`src/rtl/clkmode_pkg.sv`:
```
package clkmode_pkg;

   localparam int CTL_W = 12;
   localparam int N_SRC = 4;
   localparam int SRC_W = $clog2(N_SRC);
   localparam int DIV_W = 3;
   localparam int MODE_W = 3;

   typedef struct packed {
      logic       osden;   // [11] stop-detect enable
      logic       wait2;   // [10] two-wait select
      logic       pllsel;  // [9]
      logic       pllon;   // [8]
      logic       drvhi;   // [7]
      logic       suben;   // [6]
      logic       rocsel;  // [5]
      logic [1:0] ratio;   // [4:3]
      logic       div8;    // [2]
      logic       subsel;  // [1]
      logic       mstop;   // [0]
   } ctl_t;

   localparam logic [CTL_W-1:0] CTL_RESET = 12'h084;

   localparam logic [SRC_W-1:0] SRC_MAIN = 2'd0;
   localparam logic [SRC_W-1:0] SRC_SUB  = 2'd1;
   localparam logic [SRC_W-1:0] SRC_ROC  = 2'd2;
   localparam logic [SRC_W-1:0] SRC_PLL  = 2'd3;

   localparam logic [MODE_W-1:0] MODE_HIGH   = 3'd0;
   localparam logic [MODE_W-1:0] MODE_MID    = 3'd1;
   localparam logic [MODE_W-1:0] MODE_LOW    = 3'd2;
   localparam logic [MODE_W-1:0] MODE_LOW_LP = 3'd3;
   localparam logic [MODE_W-1:0] MODE_ROC    = 3'd4;
   localparam logic [MODE_W-1:0] MODE_ROC_LP = 3'd5;
   localparam logic [MODE_W-1:0] MODE_PLL    = 3'd6;

   function automatic logic [SRC_W-1:0] target_src(ctl_t c);
      if (c.pllon && c.pllsel) return SRC_PLL;
      else if (c.subsel)       return SRC_SUB;
      else if (c.rocsel)       return SRC_ROC;
      else                     return SRC_MAIN;
   endfunction

   function automatic logic [DIV_W-1:0] div_code(ctl_t c);
      logic [DIV_W-1:0] code;
      if ((c.pllon && c.pllsel) || c.subsel) code = 3'd0;
      else if (c.div8)                       code = 3'd3;
      else begin
         case (c.ratio)
            2'b00:   code = 3'd0;
            2'b01:   code = 3'd1;
            2'b10:   code = 3'd2;
            default: code = 3'd4;
         endcase
      end
      return code;
   endfunction

   function automatic logic [MODE_W-1:0] mode_of(ctl_t c);
      if (c.pllon && c.pllsel)      return MODE_PLL;
      else if (c.subsel)            return c.mstop ? MODE_LOW_LP : MODE_LOW;
      else if (c.rocsel)            return c.mstop ? MODE_ROC_LP : MODE_ROC;
      else if (div_code(c) == 3'd0) return MODE_HIGH;
      else                          return MODE_MID;
   endfunction

endpackage

```
`src/rtl/clkmode_legal.sv`:
```
module clkmode_legal
   import clkmode_pkg::*;
#(
   parameter int PLL_FREQ_KHZ   = 20000,
   parameter int WAIT_LIMIT_KHZ = 16000
) (
   input  ctl_t cur,
   input  ctl_t req,
   output ctl_t nxt,
   output logic reject
);

   logic need_wait;

   generate
      if (PLL_FREQ_KHZ > WAIT_LIMIT_KHZ) begin : g_fast_pll
         assign need_wait = 1'b1;
      end else begin : g_slow_pll
         assign need_wait = 1'b0;
      end
   endgenerate

   logic cur_high, base_chg, mode_chg;
   logic r_osd, r_both, r_stop, r_nosrc, r_sub, r_roc, r_pll, r_wait;

   always_comb begin
      nxt = req;
      // pinned bits: no on-chip oscillator and main stopped
      if (!req.rocsel && req.mstop) begin
         nxt.div8  = 1'b1;
         nxt.drvhi = 1'b1;
      end

      cur_high = !cur.subsel && !cur.rocsel && !cur.div8 &&
                 (cur.ratio == 2'b00) && !cur.mstop;
      base_chg = {nxt.mstop, nxt.subsel, nxt.div8, nxt.ratio, nxt.rocsel} !=
                 {cur.mstop, cur.subsel, cur.div8, cur.ratio, cur.rocsel};
      mode_chg = base_chg || ({nxt.pllon, nxt.pllsel} != {cur.pllon, cur.pllsel});

      r_osd   = cur.osden && mode_chg;
      r_both  = (nxt.ratio != cur.ratio) && (nxt.div8 != cur.div8);
      r_stop  = nxt.mstop && !cur.mstop && !(cur.subsel || cur.rocsel);
      r_nosrc = nxt.mstop && !nxt.subsel && !nxt.rocsel;
      r_sub   = (nxt.subsel && !cur.subsel && (!cur.suben || cur.pllon)) ||
                (nxt.subsel && !nxt.suben);
      r_roc   = cur.rocsel && !nxt.rocsel && !nxt.subsel && !cur.div8;
      r_pll   = (nxt.pllsel && !nxt.pllon) ||
                (nxt.pllon && !cur.pllon && !cur_high) ||
                ((cur.pllon || nxt.pllon) && base_chg);
      r_wait  = ((nxt.wait2 != cur.wait2) && cur.pllon) ||
                (need_wait && nxt.pllon && !cur.pllon && !nxt.wait2);

      reject = r_osd || r_both || r_stop || r_nosrc ||
               r_sub || r_roc || r_pll || r_wait;
   end

endmodule

```
`src/rtl/clkmode_switch.sv`:
```
module clkmode_switch
   import clkmode_pkg::*;
(
   input  logic             clk,
   input  logic             rst_n,
   input  logic [SRC_W-1:0] tgt_src,
   input  logic [DIV_W-1:0] tgt_div,
   input  logic             main_stable,
   input  logic             sub_stable,
   output logic [SRC_W-1:0] act_src,
   output logic [DIV_W-1:0] act_div,
   output logic             pending
);

   logic ready;

   always_comb begin
      case (tgt_src)
         SRC_MAIN: ready = main_stable;
         SRC_SUB:  ready = sub_stable;
         default:  ready = 1'b1;
      endcase
      pending = (tgt_src != act_src);
   end

   always_ff @(posedge clk or negedge rst_n) begin
      if (!rst_n) begin
         act_src <= SRC_MAIN;
         act_div <= 3'd3;
      end else if (!pending || ready) begin
         act_src <= tgt_src;
         act_div <= tgt_div;
      end
   end

endmodule

```
`src/rtl/clkmode_divider.sv`:
```
module clkmode_divider
   import clkmode_pkg::*;
#(
   parameter int CNT_W = 4
) (
   input  logic             clk,
   input  logic             rst_n,
   input  logic [N_SRC-1:0] src_tick,
   input  logic [SRC_W-1:0] sel,
   input  logic [DIV_W-1:0] div,
   output logic             cpu_tick
);

   logic [N_SRC-1:0] tick_vec;
   logic             tick_in, chg;
   logic [CNT_W-1:0] cnt, limit;
   logic [SRC_W-1:0] sel_q;
   logic [DIV_W-1:0] div_q;

   generate
      for (genvar i = 0; i < N_SRC; i++) begin : g_tick
         assign tick_vec[i] = src_tick[i] && (sel == SRC_W'(i));
      end
   endgenerate

   always_comb begin
      tick_in  = |tick_vec;
      chg      = (sel != sel_q) || (div != div_q);
      limit    = CNT_W'((32'd1 << div) - 32'd1);
      cpu_tick = tick_in && !chg && (cnt == limit);
   end

   always_ff @(posedge clk or negedge rst_n) begin
      if (!rst_n) begin
         cnt   <= '0;
         sel_q <= SRC_MAIN;
         div_q <= 3'd3;
      end else if (chg) begin
         cnt   <= '0;
         sel_q <= sel;
         div_q <= div;
      end else if (tick_in) begin
         cnt <= (cnt == limit) ? '0 : cnt + 1'b1;
      end
   end

endmodule

```
`src/rtl/clkmode_ctrl.sv`:
```
module clkmode_ctrl
   import clkmode_pkg::*;
#(
   parameter int PLL_FREQ_KHZ   = 20000,
   parameter int WAIT_LIMIT_KHZ = 16000,
   parameter int DIV_CNT_W      = 4
) (
   input  logic             clk,
   input  logic             rst_n,
   input  logic             wr_en,
   input  logic [CTL_W-1:0] wr_data,
   input  logic             stat_rd,
   input  logic             main_stable,
   input  logic             sub_stable,
   input  logic [N_SRC-1:0] src_tick,
   output logic [CTL_W-1:0] ctl_q,
   output logic [SRC_W-1:0] src_sel,
   output logic [DIV_W-1:0] div_sel,
   output logic [MODE_W-1:0] mode,
   output logic             cpu_tick,
   output logic             switch_pending,
   output logic             err_flag,
   output logic             reject_pulse
);

   generate
      if (PLL_FREQ_KHZ <= 0)    begin : g_bad_freq  $error("PLL_FREQ_KHZ must be positive");  end
      if (WAIT_LIMIT_KHZ <= 0)  begin : g_bad_limit $error("WAIT_LIMIT_KHZ must be positive"); end
      if (DIV_CNT_W < 4)        begin : g_bad_cnt   $error("DIV_CNT_W must hold a count of 15"); end
   endgenerate

   ctl_t ctl_r, nxt;
   logic reject;

   clkmode_legal #(
      .PLL_FREQ_KHZ  (PLL_FREQ_KHZ),
      .WAIT_LIMIT_KHZ(WAIT_LIMIT_KHZ)
   ) u_legal (
      .cur   (ctl_r),
      .req   (ctl_t'(wr_data)),
      .nxt   (nxt),
      .reject(reject)
   );

   always_ff @(posedge clk or negedge rst_n) begin
      if (!rst_n) begin
         ctl_r        <= ctl_t'(CTL_RESET);
         reject_pulse <= 1'b0;
         err_flag     <= 1'b0;
      end else begin
         reject_pulse <= wr_en && reject;
         if (wr_en && !reject) ctl_r <= nxt;
         if (wr_en && reject)  err_flag <= 1'b1;
         else if (stat_rd)     err_flag <= 1'b0;
      end
   end

   clkmode_switch u_switch (
      .clk        (clk),
      .rst_n      (rst_n),
      .tgt_src    (target_src(ctl_r)),
      .tgt_div    (div_code(ctl_r)),
      .main_stable(main_stable),
      .sub_stable (sub_stable),
      .act_src    (src_sel),
      .act_div    (div_sel),
      .pending    (switch_pending)
   );

   clkmode_divider #(.CNT_W(DIV_CNT_W)) u_div (
      .clk     (clk),
      .rst_n   (rst_n),
      .src_tick(src_tick),
      .sel     (src_sel),
      .div     (div_sel),
      .cpu_tick(cpu_tick)
   );

   assign ctl_q = ctl_r;
   assign mode  = mode_of(ctl_r);

endmodule

```
`config.mk`:
```
export PLATFORM = sky130hd
export DESIGN_NAME = clkmode_ctrl
export DESIGN_NICKNAME = d
export VERILOG_FILES = /design/src/rtl/clkmode_pkg.sv /design/src/rtl/clkmode_legal.sv /design/src/rtl/clkmode_switch.sv /design/src/rtl/clkmode_divider.sv /design/src/rtl/clkmode_ctrl.sv
export SDC_FILE = /design/constraint.sdc
export NUM_CORES = 1
export LEC_CHECK = 0
export ABC_AREA = 1
export BUFFER_PORTS_ARGS = -buffer_cell sky130_fd_sc_hd__clkbuf_2
export CORE_ASPECT_RATIO = 2
export CORE_MARGIN = 2
export CORE_UTILIZATION = 25
export CTS_BUF_LIST = sky130_fd_sc_hd__clkbuf_8 sky130_fd_sc_hd__clkbuf_16
export CTS_CLUSTER_DIAMETER = 200
export CTS_CLUSTER_SIZE = 10
export DETAILED_ROUTE_END_ITERATION = 8
export PLACE_DENSITY = 0.53
export RECOVER_POWER = 100
export SETUP_SLACK_MARGIN = 0.1
export SLEW_MARGIN = 40
export SYNTH_ARGS = -nofsm -noshare
export SYNTH_HDL_FRONTEND = slang
export SYNTH_SLANG_ARGS = --single-unit
```
`constraint.sdc`:
```
create_clock -name clk -period 5.52 [get_ports clk]
set_clock_uncertainty 0.2 [all_clocks]
set_input_delay 0.276 -clock clk [delete_from_list [all_inputs] [get_ports clk]]
set_output_delay 0.276 -clock clk [all_outputs]
set_load 0.05 [all_outputs]
```
# Word level (Yosys, flattened, before mapping)
# Index checks and enable logic that the tools add are counted.
# Widths: inputs -> output; s select.
dict set report totals {
  register_bits 28
  input_bits 22
  out_inout_bits 24
  elab_cells 132
}
dict set report classes {
  n_addsub 2
  n_eq_ne 15
  shifts 1
  n_mux 23
  n_reduce_logical 73
}
# op count
set ops {}
lappend ops {{$logic_and 1x1->1} 32}
lappend ops {{$mux 3} 8}
lappend ops {{$logic_or 1x1->1} 18}
lappend ops {{$logic_not 1->1} 16}
lappend ops {{$mux 4} 3}
lappend ops {{$pmux 3 s3} 1}
lappend ops {{$ne 2x2->1} 4}
lappend ops {{$mux 1} 7}
lappend ops {{$eq 2x1->1 const B} 3}
lappend ops {{$eq 2x2->1 const B} 3}
lappend ops {{$logic_not 2->1} 3}
lappend ops {{$mux 2} 3}
lappend ops {{$ne 6x6->1} 1}
lappend ops {{$add 4x1->4 const B} 1}
lappend ops {{$eq 4x4->1} 1}
lappend ops {{$reduce_bool 2->1} 2}
lappend ops {{$reduce_or 4->1} 1}
lappend ops {{$shl 1x3->4 const A} 1}
lappend ops {{$sub 4x1->4 const B} 1}
lappend ops {{$logic_not 3->1} 1}
lappend ops {{$ne 3x3->1} 1}
lappend ops {{$ne 1x1->1} 2}
lappend ops {{$pmux 1 s2} 1}

# Depth between registers and ports, before layout
# Gate-level depths: netlist of run 1.
dict set report logic_depth {
  word_depth 15
  mapped_depth 13
  depth_no_buf 12
}

# Hierarchy
# From an unflattened synthesis of run 1, not the netlist that was laid out.
dict set report unflattened {
  cells_unflattened 266
  area_unflattened_um2 1953.1
}
# mod n_inst cells_per_inst area_each_um2 seq_area_each_um2
set by_module_without_submodules {}
lappend by_module_without_submodules {clkmode_ctrl 1 64 631.9 352.8}
lappend by_module_without_submodules {clkmode_divider 1 87 628.1 227.7}
lappend by_module_without_submodules {clkmode_legal 1 82 426.7 0.0}
lappend by_module_without_submodules {clkmode_switch 1 33 266.5 127.6}

# Worst setup path after synthesis of run 1
# OpenSTA, ideal clock, no wires.
dict set report synth_timing {
  kind {reg-to-reg}
  from {register ctl_r, in the netlist ctl_q[5]}
  to {register u_switch.act_div[2]}
  setup_time_ps 79
  arrival_ps 3119
  required_ps 5241
  slack_ps 2122
  path_stages_with_launch 9
  n_path_buf 0
  period_less_slack_ps 3398
  cell_sequence {dfrtp_1 -> inv_1 -> o21ai_0 -> inv_1 -> nand2_1 -> nand3_1 -> nand2_1 -> nor2_1 -> a21oi_1}
}
dict set report synth_between {
  elab_chain_len 6
  word_cells_on_any_way 9
  cone_classes {eq/ne (2); mux (4); reduce/logical (3)}
}
# item line
set synth_lines {}
lappend synth_lines {{from (decl)} clkmode_ctrl.sv:32} ;# ctl_t ctl_r, nxt;
lappend synth_lines {{from (signal assigned)} clkmode_ctrl.sv:47} ;# ctl_r <= ctl_t'(CTL_RESET);
lappend synth_lines {{from (signal assigned)} clkmode_ctrl.sv:52} ;# if (wr_en && !reject) ctl_r <= nxt;
lappend synth_lines {{$mux 2} clkmode_pkg.sv:41} ;# else if (c.rocsel) return SRC_ROC;
lappend synth_lines {{$mux 2} clkmode_pkg.sv:40} ;# else if (c.subsel) return SRC_SUB;
lappend synth_lines {{$mux 2} clkmode_pkg.sv:39} ;# if (c.pllon && c.pllsel) return SRC_PLL;
lappend synth_lines {{$ne 2x2->1} clkmode_switch.sv:23} ;# pending = (tgt_src != act_src);
lappend synth_lines {{net switch_pending} clkmode_ctrl.sv:21} ;# output logic switch_pending,
lappend synth_lines {{$logic_not 1->1} clkmode_switch.sv:30} ;# end else if (!pending || ready) begin
lappend synth_lines {{$logic_or 1x1->1} clkmode_switch.sv:30}
lappend synth_lines {{to (signal assigned)} clkmode_switch.sv:32} ;# act_div <= tgt_div;
lappend synth_lines {{to (decl)} clkmode_switch.sv:11} ;# output logic [DIV_W-1:0] act_div,
# The timed path passes the listed nets, and every way through them passes these cells.
# A chain may end at the register's enable or synchronous reset.

# Worst setup path after layout of run 1
dict set report layout_timing {
  from {register u_switch.act_div[0]}
  to {output cpu_tick}
}
dict set report layout_between {
  elab_chain_len 5
  word_cells_on_any_way 8
  cone_classes {add/sub (1); eq/ne (2); shift (1); reduce/logical (4)}
}
# item line
set layout_lines {}
lappend layout_lines {{branches (longest 4 deep; another with $sub 4x1->4)} n/a}
lappend layout_lines {{$logic_and 1x1->1 (*)} clkmode_divider.sv:30} ;# cpu_tick = tick_in && !chg && (cnt == limit);
lappend layout_lines {{to (decl)} clkmode_ctrl.sv:20} ;# output logic cpu_tick,
# Mark *: on every way between the ends.

==> results of run 1 <==
[synthesized netlist by cell type, types with 2 or more instances]
cell / instances
xor2_1: 7
nor2_1: 13
buf_2: 2
dfrtp_1: 22
nor2_4: 2
nand4_1: 18
ha_1: 7
buf_6: 2
o21ai_0: 12
nand2_2: 5
inv_1: 31
nand3_1: 16
clkbuf_1: 5
nand2_1: 70
inv_2: 3
dfstp_2: 6
a21oi_1: 3
xnor2_1: 6
[critical path, stage by stage (launching register included)]
cell      delay [ps]
dfstp_1          610
inv_1            100
nand3_1          130
ha_1             260
xor2_1           170
nand4_1          180
nor3_1           180
clkbuf_1         490
[final cells by class]
cell class,count,area share
Multi-Input combinational cell,167,0.419
Sequential cell,28,0.334
Timing Repair Buffer,46,0.0962
Inverter,34,0.0602
Tap cell,90,0.0531
Clock buffer,3,0.0354
Clock inverter,1,0.00177
[state kept, by name, summed over array words and instances (netlist names)]
signal	flops
u_div.sel_q	2
u_div.div_q	3
u_switch.act_div	3
reject_pulse	1
u_div.cnt	4
u_switch.act_src	2
err_flag	1
ctl_q	12
[routing by layer]
metal  share of wire  vias up
li1                -      845
met1            0.38      749
met2            0.58       30
met3           0.028        4
met4           0.012        0
met5               0        -
[cells in the final DEF (no fill, tap or decap), types with 2 or more instances in the layout]
| cell type | n |
|---|---|
| a21oi_1 | 3 |
| clkbuf_1 | 25 |
| clkbuf_16 | 3 |
| clkbuf_2 | 20 |
| dfrtp_1 | 22 |
| dfstp_1 | 2 |
| dfstp_2 | 4 |
| ha_1 | 7 |
| inv_1 | 32 |
| inv_2 | 3 |
| nand2_1 | 70 |
| nand2_2 | 5 |
| nand3_1 | 16 |
| nand4_1 | 18 |
| nor2_1 | 14 |
| o21ai_0 | 12 |
| xnor2_1 | 6 |
| xor2_1 | 7 |
[power by group through the flow]
| stage | clock, uW | sequential (uW) | combinational [uW] |
|---|---|---|---|
| final | 165 | 360 | 679 |
| after global routing | 177 | 375 | 747 |
| after CTS | 172 | 365 | 708 |
| after detailed placement | 0 | 369 | 706 |
| after global placement | 0 | 369 | 696 |
| after floorplan | 0 | 514 | 392 |
[path summary, 6_finish.rpt]
path | cells past startpoint | end | slack [ps] | start
hold reg to reg | 0 | u_div.div_q[1]$_DFFE_PN1N_ | 230 | u_switch.act_div[1]$_DFFE_PN1P_
min in group asynchronous | 2 | u_switch.act_src[0]$_DFFE_PN0P_ | 760 | rst_n
setup reg to reg | 12 | err_flag$_DFFE_PN0P_ | 3020 | ctl_q[8]$_DFFE_PN0P_
setup / recovery | 7 | cpu_tick | 2670 | u_switch.act_div[0]$_DFFE_PN1P_
hold / removal | 4 | err_flag$_DFFE_PN0P_ | 50 | stat_rd
max in group asynchronous | 2 | u_div.cnt[1]$_DFFE_PN0P_ | 3420 | rst_n
[stage by stage]
stage	total power (uW)	setup slack (ps)	area (um^2)	hold WS (ps)	instances
floorplan	907	2120	1780	-220	238
global route	1300	2440	2120	74.8	369
CTS	1240	2890	2160	51.9	369
global placement	1060	3200	2070	176	364
detailed placement	1070	3180	2070	174	364
finish	1200	2670	2120	51.3	369
[what timing repair did]
item                                   in CTS  in global routing
hold buffers                                1                  0
setup endpoints to repair                   0                  0
endpoints found under the hold margin      22                  0
[kinds of logic after synthesis]
| family | synth area share |
|---|---|
| compound gates | 0.0603 |
| xor+xnor | 0.0638 |
| fa+ha+maj | 0.0491 |
| buf+inv | 0.100 |
| flops | 0.397 |
| simple gates | 0.330 |
==> metrics.csv, run 1 <==
metric,value,unit
Post-synth EDFFs,0,
"CTS clk-pin slew, worst paths",60,ps
post-CTS sizing,0,
clock root buffer master,clkbuf_16,
met3 Resource Use GR,0.0155,
leakage,0.00107,uW
Synth area leader,dfrtp_1,
largest net degree at the start of global routing,29,
std cell rows,43,
DR WL/cell,12.9,um
Yosys reg bits,28,
Final Slew Violations,29,
FILL cells,765,
pwr dens,568,mW/mm^2
f_max,351,MHz
largest cells by area after synthesis,"dfrtp_1 31%, nand2_1 15%, dfstp_2 8.8%, inv_1 6.5%, nand4_1 6.3%",
total track usage,0.126,
syn_nets,267,
DR pass1 iterations,6,
"Min Clock Period, post-route",2850,ps
placer's final routability congestion estimate,0.755,
Critical Path RT,5040,ps
Ports,46,
nature of the critical path endpoint,output pin,
Fin. Hold Viols,0,
number of buffers created by CTS,3,
Setup-failing EPs final,0,
met2 capacity usage during global routing,0.254,
CP Launch Type,register,
Sink Count,28,
outcome,"complete, but fails checks",
library cells used by synthesis,26,
DRC viols,0,
layout cells sized above 1,0.140,
vias per cell,4.41,
clk_lat worst skew,260,ps
Tcrit/Tclk final,0.517,
wire length of the first global-routing pass,7.74,mm
Synth-to-Final Area Change,18.9,%
Reg power frac,0.299,
mapped cell area,0.00178,mm^2
initial antenna violation count,0,
Peak VDD IR,0.000159,V
"Data arrival, critical path",2380,ps
Multi-input gate area,890,um^2
Internal Power,545,uW
failing checks,"max-capacitance violations, max-slew violations",
Sw Pwr,659,uW
CTS max path bufs,2,
postcts setup bufs,0,
CTS tree,yes,
Util after Layout,0.306,
DP HPWL,3.83,mm
switching share of power,0.547,
Max-Cap Viols,1,
RSZ-0062 raised after global routing,no,
number of global-route vias before repair,1680,
fin nets,309,
# port buffers,45,
ys async rst share,1.00,
met1 Use GR,0.129,
Starting Density,0.257,
clock share of power,0.137,
Die W,63.7,um
Hold Path Class,input port to register,
Slew @ Worst Pin,1620,ps
WL final,4.76,mm
Setup TNS Final,0,ps
Core Box Area,0.00694,mm^2
CTS H-tree depth,1,
Seq. cell area,708,um^2
via count,1628,
Final ANT Viol Nets,0,
Antenna Cells,0,
"Top FF cell, synth",dfrtp_1,
type of the worst setup path,register to output pin,
Synth Warn #,0,
grt peak-use layer,met2,
DIE HEIGHT,123,um
Die ar.,0.00787,mm^2
register area share after synthesis,0.397,
DR iter-0 viols,57,
Comb pwr share,0.564,
critical path peak fanout,5,
synthesized instance count,238,
GRT overflow,0,
Synth top area share,0.309,
Syn Area/Cell,7.50,um^2
Relative slew margins,-0.0810,
Note: power is estimated with default switching activity, not from simulation.
==> inputs of run 2 (changes only) <==
Settings changed: PLACE_DENSITY 0.53 to 0.54.
Clock period 5.52 ns to 2.4 ns, I/O delays scaled along.
==> run 2 against run 1 <==
Against the previous run: setup slack lost 2500 ps; the run now ends clean; critical path depth grew 1; total power grew to 2.6 times the previous value; sequential power grew 130%; via count grew 8.4%; critical endpoint unchanged; clock power grew to 3.0 times the previous value; global-route usage grew 1.0 points; clock-buffer cell count is the same; highest routed layer unchanged; combinational power grew to 2.6 times the previous value; cell count grew 5.4%; register-to-register slack lost 2700 ps.
==> metrics.csv, run 2 (synthesis gave the netlist of run 1 again) <==
metric,value,unit,change
outcome,finished clean,,
crit-path cells,"inv_2, nand3_4, ha_4, xnor2_2, xnor2_1, nand4_1, nor3_4, buf_8",,
most frequent cells in the layout,"70 x nand2_1, 28 x inv_1, 25 x clkbuf_1, 20 x dfrtp_1, 19 x clkbuf_2",,
Ports,46,,unchanged
type of the worst setup path,register to output pin,,
RSZ-0062 raised after global routing,yes,,
Hold Crit Endpoint,u_switch.act_src[0]$_DFFE_PN0P_,,
largest net degree at the start of global routing,29,,unchanged
Max-Cap Viols,0,,-1
clock root buffer master,clkbuf_16,,
f_max,441,MHz,
DP Area,0.00217,mm^2,+4.6%
Peak VDD IR,0.000354,V,+120%
Tcrit/Tclk final,0.945,,
via count,1764,,+8.4%
initial antenna violation count,0,,unchanged
GRT overflow,0,,unchanged
FILL cells,774,,+1.2%
Synth-to-Final Area Change,36.6,%,
Sink Count,28,,unchanged
DR WL/cell,12.7,um,-1.2%
number of buffers created by CTS,3,,unchanged
std cell rows,43,,unchanged
critical path peak fanout,3,,-2
Top Family by Delay on Critical Path,flip-flops,,
CP Launch Type,register,,
Cell Count Post-Placement,366,,+0.55%
Antenna Cells,0,,unchanged
wire length of the first global-routing pass,8.20,mm,+5.9%
Die ar.,0.00787,mm^2,unchanged
WP buf/inv,2,,unchanged
DRC viols,0,,unchanged
CTS tree,yes,,
"Min Clock Period, post-route",2270,ps,
Setup-failing EPs final,0,,unchanged
CTS H-tree depth,1,,unchanged
reg2reg end,ctl_q[3]$_DFFE_PN0P_,,
final hold slack,37.7,ps,-13.7 ps
vias per cell,4.53,,+2.8%
Slew @ Worst Pin,648,ps,-974 ps
Fin. Hold Viols,0,,unchanged
leakage,0.00120,uW,+12%
# port buffers,45,,unchanged
Finished Layout Cells,389,,+5.4%
WHS Path Cells,6,,+2
Util after Layout,0.351,,+0.0456
total track usage,0.136,,+0.0105
DIE HEIGHT,123,um,unchanged
number of global-route vias before repair,1757,,+4.6%
nature of the critical path endpoint,output pin,,
Critical Path RT,2080,ps,-2960 ps
Die W,63.7,um,unchanged
DP HPWL,3.85,mm,+0.50%
clk_lat worst skew,270,ps,about the same
post-route cell area,0.00244,mm^2,+15%
Final ANT Viol Nets,0,,unchanged
Final Slew Violations,0,,-100%
flop-to-flop setup slack,350,ps,-2670 ps
Seq. cell area,718,um^2,+1.4%
critical path depth,8,,+1
"CTS clk-pin slew, worst paths",70,ps,about the same
Hold Crit Start,sub_stable,,
layout cells sized above 1,0.211,,+0.0709
Relative slew margins,0.568,,+0.649
R2R depth,8,,-4
placer's final routability congestion estimate,0.784,,+3.8%
fin nets,329,,+6.5%
Hold Path Class,input port to register,,
CTS max path bufs,2,,unchanged
DR pass1 iterations,4,,-2
Core Box Area,0.00694,mm^2,unchanged
CP peak stage delay,650,ps,+40 ps
DR iter-0 viols,33,,-42%
FF-to-FF Start,ctl_q[0]$_DFFE_PN0P_,,
"commonest non-fill, non-tap cell in the layout",nand2_1,,
pwr dens,1270,mW/mm^2,+120%
Multi-input gate area,967,um^2,+8.7%
WL final,4.96,mm,+4.1%
Starting Density,0.257,,unchanged
"Data arrival, critical path",1950,ps,-430 ps
max reg flops,12,,unchanged
slowest library cell on the worst path,dfstp_4,,
-- run 2: routing by layer --
layer  track usage  vias up  part of all wire
met4        0.0516        0             0.013
li1              -      883                 -
met3        0.0136        4             0.022
met2         0.284       27              0.61
met1         0.132      850              0.35
met5             0        -                 0
-- run 2: tightest hold or removal path, delay by kind of cell --
| family | cells | cell delay [ps] |
|---|---|---|
| buf+inv | 1 | 80 |
| simple gates | 3 | 140 |
| compound gates | 2 | 110 |
-- run 2: area by class of cell --
cell class | count | area share
inverter | 34 | 0.0524
sequential | 28 | 0.295
tap | 90 | 0.0462
clock buffer | 3 | 0.0308
timing repair buffer | 66 | 0.167
multi-input combinational | 167 | 0.397
clock inverter | 1 | 0.0123
-- run 2: power by group --
group	internal (uW)	switching (uW)	leakage (uW)	total, uW
registers	664	163	0.000348	827
logic	492	1280	0.000796	1770
clock network	332	164	0.0000511	497
-- run 2: what timing repair did --
item / in CTS / in global routing
pin swaps: 3 / 2
resized for setup: 4 / 2
cloned: 0 / 0
endpoints found under the setup margin: 1 / 11
hold buffers: 14 / 0
buffers inserted: 3 / 2
hold endpoints to repair: 35 / 0
-- run 2: worst max-delay path by stage --
stage | start | endpoint | slack [ps]
detailed placement | u_switch.act_div[0]$_DFFE_PN1P_ | cpu_tick | 150
global placement | u_switch.act_div[0]$_DFFE_PN1P_ | cpu_tick | 180
global route | wr_data[5] | ctl_q[10]$_DFFE_PN0P_ | -1
floorplan | u_switch.act_div[1]$_DFFE_PN1P_ | cpu_tick | 100
finish | u_switch.act_div[0]$_DFFE_PN1P_ | cpu_tick | 130
CTS | u_switch.act_div[0]$_DFFE_PN1P_ | cpu_tick | 110
-- run 2: per-stage QoR --
stage	power, uW	setup slack (ps)	setup TNS [ps]
after floorplan	2200	101	0
after global placement	2590	182	0
after detailed placement	2610	148	0
after CTS	3190	107	0
after global routing	3330	-1.11	-1.11
final	3100	132	0
